--- src/rtl/alu4_pkg.sv ---
package alu4_pkg;

    // Operation codes; bit 2 drives B inversion and carry-in together.
    typedef enum logic [3:0] {
        OP_AND = 4'b0000,
        OP_OR  = 4'b0001,
        OP_ADD = 4'b0010,
        OP_SUB = 4'b0110,
        OP_SLT = 4'b0111
    } alu_op_e;

    // Per-slice output selection, taken from the low two opcode bits.
    typedef enum logic [1:0] {
        SEL_AND  = 2'b00,
        SEL_OR   = 2'b01,
        SEL_SUM  = 2'b10,
        SEL_LESS = 2'b11
    } slice_sel_e;

    typedef struct packed {
        logic carry;
        logic ovf;
        logic zero;
    } alu_flags_t;

    function automatic logic op_inverts_b(logic [3:0] op);
        return op[2];
    endfunction

    function automatic slice_sel_e op_slice_sel(logic [3:0] op);
        return slice_sel_e'(op[1:0]);
    endfunction

    function automatic logic op_is_arith(logic [3:0] op);
        return (op == OP_ADD) || (op == OP_SUB);
    endfunction

endpackage

--- src/rtl/alu4_slice.sv ---
module alu4_slice
    import alu4_pkg::*;
(
    input  logic       a_i,
    input  logic       b_i,
    input  logic       binv_i,
    input  logic       cin_i,
    input  logic       less_i,
    input  slice_sel_e sel_i,
    output logic       res_o,
    output logic       sum_o,
    output logic       cout_o
);

    logic b_eff;
    logic half;

    always_comb begin
        b_eff  = b_i ^ binv_i;
        half   = a_i ^ b_eff;
        sum_o  = half ^ cin_i;
        cout_o = (a_i & b_eff) | (cin_i & half);
        unique case (sel_i)
            SEL_AND:  res_o = a_i & b_eff;
            SEL_OR:   res_o = a_i | b_eff;
            SEL_SUM:  res_o = sum_o;
            SEL_LESS: res_o = less_i;
            default:  res_o = 1'b0;
        endcase
    end

endmodule

--- src/rtl/alu4_msb_flags.sv ---
module alu4_msb_flags (
    input  logic sum_msb_i,
    input  logic cin_msb_i,
    input  logic cout_msb_i,
    output logic set_o,
    output logic ovf_o
);

    // Signed overflow from the carries around the top slice; the
    // comparison bit corrects the sign for an overflowed subtraction.
    always_comb begin
        ovf_o = cin_msb_i ^ cout_msb_i;
        set_o = sum_msb_i ^ ovf_o;
    end

endmodule

--- src/rtl/alu4_zero_detect.sv ---
module alu4_zero_detect #(
    parameter int WIDTH = 4
) (
    input  logic [WIDTH-1:0] value_i,
    output logic             zero_o
);

    always_comb zero_o = ~|value_i;

endmodule

--- src/rtl/alu4_top.sv ---
module alu4_top
    import alu4_pkg::*;
#(
    parameter int WIDTH = 4
) (
    input  logic [WIDTH-1:0] a,
    input  logic [WIDTH-1:0] b,
    input  logic [3:0]       op,
    output logic [WIDTH-1:0] result,
    output logic             carry_out,
    output logic             overflow,
    output logic             zero
);

    localparam int MSB = WIDTH - 1;

    logic             binv;
    slice_sel_e       sel;
    logic             set_w;
    logic             ovf_raw;
    logic [WIDTH-1:0] result_w;
    logic             zero_w;
    alu_flags_t       flags;

    assign binv = op_inverts_b(op);
    assign sel  = op_slice_sel(op);

    for (genvar i = 0; i < WIDTH; i++) begin : g_bit
        logic cin;
        logic less;
        logic res_b;
        logic sum_b;
        logic cout_b;

        if (i == 0) begin : g_lsb
            assign cin  = binv;
            assign less = set_w;
        end else begin : g_upper
            assign cin  = g_bit[i-1].cout_b;
            assign less = 1'b0;
        end

        alu4_slice u_slice (
            .a_i    (a[i]),
            .b_i    (b[i]),
            .binv_i (binv),
            .cin_i  (cin),
            .less_i (less),
            .sel_i  (sel),
            .res_o  (res_b),
            .sum_o  (sum_b),
            .cout_o (cout_b)
        );

        assign result_w[i] = res_b;
    end

    alu4_msb_flags u_msb (
        .sum_msb_i  (g_bit[MSB].sum_b),
        .cin_msb_i  (g_bit[MSB].cin),
        .cout_msb_i (g_bit[MSB].cout_b),
        .set_o      (set_w),
        .ovf_o      (ovf_raw)
    );

    alu4_zero_detect #(.WIDTH(WIDTH)) u_zero (
        .value_i (result_w),
        .zero_o  (zero_w)
    );

    always_comb begin
        flags.carry = op_is_arith(op) & g_bit[MSB].cout_b;
        flags.ovf   = op_is_arith(op) & ovf_raw;
        flags.zero  = zero_w;
    end

    assign result    = result_w;
    assign carry_out = flags.carry;
    assign overflow  = flags.ovf;
    assign zero      = flags.zero;

    always_comb begin

        slt_form_chk: assert (op != OP_SLT || result[MSB:1] == '0);

        logic_flags_chk: assert (!(op == OP_AND || op == OP_OR || op == OP_SLT)
                                 || (!carry_out && !overflow));

        zero_flag_chk: assert (!zero || result == '0);

        sub_equal_chk: assert (op != OP_SUB || a != b || (zero && carry_out));

        add_ovf_sign_chk: assert (op != OP_ADD || !overflow
                                  || (a[MSB] == b[MSB] && result[MSB] != a[MSB]));
    end

endmodule

--- config.mk ---
export PLATFORM = sky130hd
export DESIGN_NAME = alu4_top
export DESIGN_NICKNAME = d
export VERILOG_FILES = /design/src/rtl/alu4_pkg.sv /design/src/rtl/alu4_slice.sv /design/src/rtl/alu4_msb_flags.sv /design/src/rtl/alu4_zero_detect.sv /design/src/rtl/alu4_top.sv
export SDC_FILE = /design/constraint.sdc
export NUM_CORES = 1
export LEC_CHECK = 0
export ABC_AREA = 1
export BUFFER_PORTS_ARGS = -buffer_cell sky130_fd_sc_hd__buf_2
export CAP_MARGIN = 20
export CORE_AREA = 5 5 42 44
export DETAILED_ROUTE_END_ITERATION = 8
export DIE_AREA = 0 0 47 49
export GPL_TIMING_DRIVEN = 0
export PLACE_DENSITY = 0.74
export SYNTH_ARGS = -nofsm -noshare
export SYNTH_HDL_FRONTEND = slang
export SYNTH_HIERARCHICAL = 1
export SYNTH_SLANG_ARGS = --single-unit
export TNS_END_PERCENT = 50
--- constraint.sdc ---
create_clock -name vclk -period 5.3
set_input_delay 0.795 -clock vclk [all_inputs]
set_output_delay 0.795 -clock vclk [all_outputs]
set_load 0.005 [all_outputs]
=== Word level (Yosys, flattened, before mapping) ===
Index checks and enable logic that the tools add are counted.

* Register bits after elaboration: 0
* Input bits: 12
* Output and inout bits: 7
* Word-level logic and storage cells: 45

* Eq/ne operators: 5
* Mux-type cells: 4
* Bitwise gates (word level): 32
* Reduce and logical (&&, ||, !) cells: 4

{| class="wikitable"
|+ Operators by type and width
! cell !! count
|-
| $pmux 1 s4 || 4
|-
| $xor 1x1->1 || 14
|-
| $and 1x1->1 || 10
|-
| $or 1x1->1 || 8
|-
| $eq 2x2->1 const B || 2
|-
| $eq 4x2->1 const B || 1
|-
| $eq 4x3->1 const B || 1
|-
| $reduce_or 4->1 || 1
|-
| $eq 2x1->1 const B || 1
|-
| $logic_not 2->1 || 1
|-
| $logic_not 1->1 || 1
|-
| $logic_or 1x1->1 || 1
|}

=== Depth between registers and ports, before layout ===
* Depth in word-level cells: 15
* Mapped depth: 23
* Gate-level depth less buffers: 23

=== Cells and area by module ===
The synthesis kept the hierarchy.

{| class="wikitable"
|+ Modules (own cells, without submodules)
! module !! instances !! cells an instance !! area each (um^2) !! sequential area each (um^2)
|-
| alu4_slice || 4 || 20 || 116.4 || 0.0
|-
| alu4_top || 1 || 12 || 66.3 || 0.0
|-
| alu4_msb_flags || 1 || 11 || 43.8 || 0.0
|-
| alu4_zero_detect || 1 || 7 || 26.3 || 0.0
|}

=== Worst setup path before layout ===
No wires, ideal clock.

* Path kind: input-to-output
* Start: input b[0]
* End: output zero
* Arrival: 3451 ps
* Data required time: 4505 ps
* Setup slack: 1054 ps
* Stages: 22
* Path buffers: 0
* Cell sequence: xnor2_1 > fa_1 > inv_1 > inv_1 > fa_1 > inv_1 > inv_1 > fa_1 > inv_1 > inv_1 > fa_1 > inv_1 > inv_1 > nand3_1 > nand2_1 > inv_1 > nand2_1 > nand3_1 > nand2_1 > inv_1 > nand2_1 > nor2_1

{| class="wikitable"
|+ RTL lines
! element !! RTL line !! text
|-
| from (decl) || alu4_top.sv:7 || <nowiki>input logic [WIDTH-1:0] b,</nowiki>
|-
| $xor 1x1->1 * || alu4_slice.sv:19 || <nowiki>b_eff = b_i ^ binv_i;</nowiki>
|-
| $xor 1x1->1 || alu4_slice.sv:20 || <nowiki>half = a_i ^ b_eff;</nowiki>
|-
| $and 1x1->1 || alu4_slice.sv:22 || <nowiki>cout_o = (a_i & b_eff) | (cin_i & half);</nowiki>
|-
| $or 1x1->1 * || alu4_slice.sv:22 ||
|-
| via g_bit[0].cout_b || alu4_top.sv:33 || <nowiki>logic cout_b;</nowiki>
|-
| $and 1x1->1 * || alu4_slice.sv:22 ||
|-
| $or 1x1->1 * || alu4_slice.sv:22 ||
|-
| via g_bit[1].cout_b || alu4_top.sv:33 ||
|-
| [... 2 more ...] || - ||
|-
| via g_bit[2].cout_b || alu4_top.sv:33 ||
|-
| $xor 1x1->1 * || alu4_slice.sv:21 || <nowiki>sum_o = half ^ cin_i;</nowiki>
|-
| via g_bit[3].sum_b || alu4_top.sv:32 || <nowiki>logic sum_b;</nowiki>
|-
| $xor 1x1->1 * || alu4_msb_flags.sv:13 || <nowiki>set_o = sum_msb_i ^ ovf_o;</nowiki>
|-
| via g_bit[0].less || alu4_top.sv:30 || <nowiki>logic less;</nowiki>
|-
| $pmux 1 s4 * || alu4_slice.sv:23 || <nowiki>unique case (sel_i)</nowiki>
|-
| via g_bit[0].res_b || alu4_top.sv:31 || <nowiki>logic res_b;</nowiki>
|-
| $reduce_or 4->1 * || alu4_zero_detect.sv:8 || <nowiki>always_comb zero_o = ~|value_i;</nowiki>
|-
| $logic_not 1->1 * || alu4_zero_detect.sv:8 ||
|-
| to (decl) || alu4_top.sv:12 || <nowiki>output logic zero</nowiki>
|}

The timed path passes the listed nets; every way through them passes the cells marked *.

=== Worst setup path after layout ===
* Start: input op[2]
* End: output zero

* Word-level cells in the longest chain between the ends: 15

{| class="wikitable"
|+ Ends and longest elaborated chain
! element !! RTL line !! text
|-
| from (decl) || alu4_top.sv:8 || <nowiki>input logic [3:0] op,</nowiki>
|-
| $xor 1x1->1 || alu4_slice.sv:19 ||
|-
| $xor 1x1->1 || alu4_slice.sv:20 ||
|-
| $and 1x1->1 || alu4_slice.sv:22 ||
|-
| $or 1x1->1 * || alu4_slice.sv:22 ||
|-
| via g_bit[0].cout_b || alu4_top.sv:33 ||
|-
| $and 1x1->1 * || alu4_slice.sv:22 ||
|-
| $or 1x1->1 * || alu4_slice.sv:22 ||
|-
| via g_bit[1].cout_b || alu4_top.sv:33 ||
|-
| [... 2 more ...] || - ||
|-
| via g_bit[2].cout_b || alu4_top.sv:33 ||
|-
| [... 2 more ...] || - ||
|-
| via g_bit[3].cout_b || alu4_top.sv:33 ||
|-
| $xor 1x1->1 * || alu4_msb_flags.sv:12 || <nowiki>ovf_o = cin_msb_i ^ cout_msb_i;</nowiki>
|-
| $xor 1x1->1 * || alu4_msb_flags.sv:13 ||
|-
| via g_bit[0].less || alu4_top.sv:30 ||
|-
| $pmux 1 s4 * || alu4_slice.sv:23 ||
|-
| via g_bit[0].res_b || alu4_top.sv:31 ||
|-
| $reduce_or 4->1 * || alu4_zero_detect.sv:8 ||
|-
| $logic_not 1->1 * || alu4_zero_detect.sv:8 ||
|}

Marks and branches as above.

==> results.py <==
metrics = {
    "floorplanning": {
        "floorplan.die_area_sq_mm": 0.002303,
        "ioPinCount": 19,
        "fp.dieH_microns": 49,
        "floorplan.rows": 14,
        "design.core.area_sq_mm": 0.001401,
        "die_width_microns": 47,
        "start_util_pct": 42.14,
    },
    "worst_setup_path": {
        "timing_worst_setup_path_type": "input port to output port",
        "cp.required_ns": 4.51,
        "worst-path-max-fanout": 5,
        "critical_path.endpoint_type": "output port",
        "critPathLaunchType": "input port",
        "crit_arrival_ns": 3.86,
    },
    "grt": {
        "grt_usage_pct": 8.732,
        "grt_first_pass_wirelength_mm": 1.662,
        "remaining_global_route_overflow": 0,
        "number_of_global_route_vias_before_repair": 431,
        "maximum_number_of_pins_on_one_net_before_global_route_repair": 14,
        "antenna_found_initial": 0,
    },
    "detailed_routing": {
        "ant_nets": 0,
        "detail_route.wirelength_microns": 962,
        "drt_drc_violations_left": 0,
        "initialDrtViolationCount": 1,
        "detailedRoute.firstPassIterationCount": 2,
        "vias_per_cell": 3.903,
        "wl_per_cell_microns": 6.681,
        "vias": 562,
    },
    "timing": {
        "hold_viol_final": 0,
        "fin_crit_sh_pct": 87.89,
        "max_clock_freq_mhz": 214.7,
        "slew_violations": 0,
        "finalCriticalPeriod_ns": 4.658,
        "total_neg_setup_slack_ns": 0,
        "grt_setup_unrepaired": "no",
        "setup_violations": 0,
    },
    "placed_design": {
        "io_buffer_count": 19,
        "gpl.final_weighted_congestion": 0.7124,
        "detailed_placer_s_ending_hpwl_microns": 921.1,
    },
    "power_and_ir_drop": {
        "power-per-cell-area_mw_per_mm2": 103.5,
        "power.sequential.fraction_pct": 0,
        "finalPower_uw": 73.83,
        "pwr-share-clk_pct": 0,
        "share_comb_of_total_power_pct": 100.0,
        "power.internal_uw": 33.30,
        "power.switching_fraction_pct": 54.89,
        "p_sw_uw": 40.53,
        "cellLeakagePower_nw": 0.5176,
        "peakVddDrop_uv": 42.29,
    },
    "cells_and_area": {
        "layout.area.seq_sq_um": 0,
        "n_clock_buffer": 0,
        "areaGrowthSynthToFinish_pct": 20.76,
        "insertedDiodeCount": 0,
        "number_of_nets_in_the_layout": 154,
        "sequential_cell_total": 0,
        "layout-drive-gt1-share_pct": 18.75,
        "fillCellCount": 159,
    },
    "synth": {
        "combined_area_of_all_synthesized_cells_sq_um": 590.6,
        "syn-mean-instance-area_sq_um": 5.519,
        "yosysWarningCount": 6,
        "synthCells": 107,
    },
    "worst_hold_path": {
        "worst_hold_path.num_cells": 5,
        "min_path_type": "input port to output port",
    },
    "clock_tree": {
        "cts_hold_buffers": 0,
        "postCtsSetupBuffers": 0,
        "post_cts.resized_instances": 0,
    },
    "flow_run": {
        "maxCapViolCount": 0,
    },
    "run_status": {
        "outcome": "complete, no violations",
    },
}
[per-stage QoR]
stage          hold WS, ns  worst slack, ns  cell area, sq um  utilization (%)  cells
2_1_floorplan        1.684            1.054             598.1                -    109
3_3_place_gp         1.909           0.6421             713.2            50.89    144
3_5_place_dp         1.914           0.5956             713.2            50.89    144
4_1_cts              1.915           0.5900             713.2            50.89    144
5_1_grt              1.954           0.3415             713.2            50.89    144
6_report             1.907           0.6416             713.2            50.89    144
[layout make-up]
| type | instances | area, sq um | share of cell area (%) |
|---|---|---|---|
| Buffer | 4 | 30.03 | 4.211 |
| Inverter | 44 | 165.2 | 23.16 |
| Multi-Input combinational cell | 61 | 402.9 | 56.49 |
| Tap cell | 16 | 20.02 | 2.807 |
| Timing Repair Buffer | 19 | 95.09 | 13.33 |
[power by group through the flow]
stage / combinational (mW) / sequential, mW / clock [mW]
floorplan: 0.0538 / 0 / 0
detailed placement: 0.0753 / 0 / 0
finish: 0.0738 / 0 / 0
global route: 0.0871 / 0 / 0
global placement: 0.0724 / 0 / 0
CTS: 0.0755 / 0 / 0
[worst max-delay path: stages]
cell and delay, ns:
buf_2 0.14, xnor2_1 0.18, fa_1 0.38, inv_1 0.06
inv_1 0.05, fa_1 0.38, inv_1 0.06, inv_1 0.05
fa_1 0.37, inv_1 0.11, inv_1 0.07, fa_1 0.38
inv_1 0.11, inv_1 0.06, nand2_1 0.07, nand3_1 0.07
nand2_1 0.06, inv_1 0.04, nand2_1 0.05, nand3_1 0.07
nand2_1 0.08, inv_1 0.04, nand2_1 0.05, nor2_1 0.04
buf_2 0.11
[path summary, 6_finish.rpt]
kind / from / to / slack (ns)
worst max-delay path: op[2] / zero / 0.64
worst min-delay path: op[3] / overflow / 1.91
[metal layers]
metal  vias to the layer above  GRT usage (%)  share of wire (%)
li1                        322              -                  -
met1                       229          13.19                 45
met2                        11          14.25                 50
met3                         0         0.3690                5.5
met4                         0              0                  0
met5                         -              0                  0
[cell usage in the layout, fill, tap and decap left out]
master and n:
inv_1 44, nand2_1 28, buf_2 19, nand3_1 10
ha_1 8, buf_4 4, xnor2_1 4, fa_1 4
nor2_1 3, conb_1 3, nand3_2 1
(Power assumes the default switching activity.)
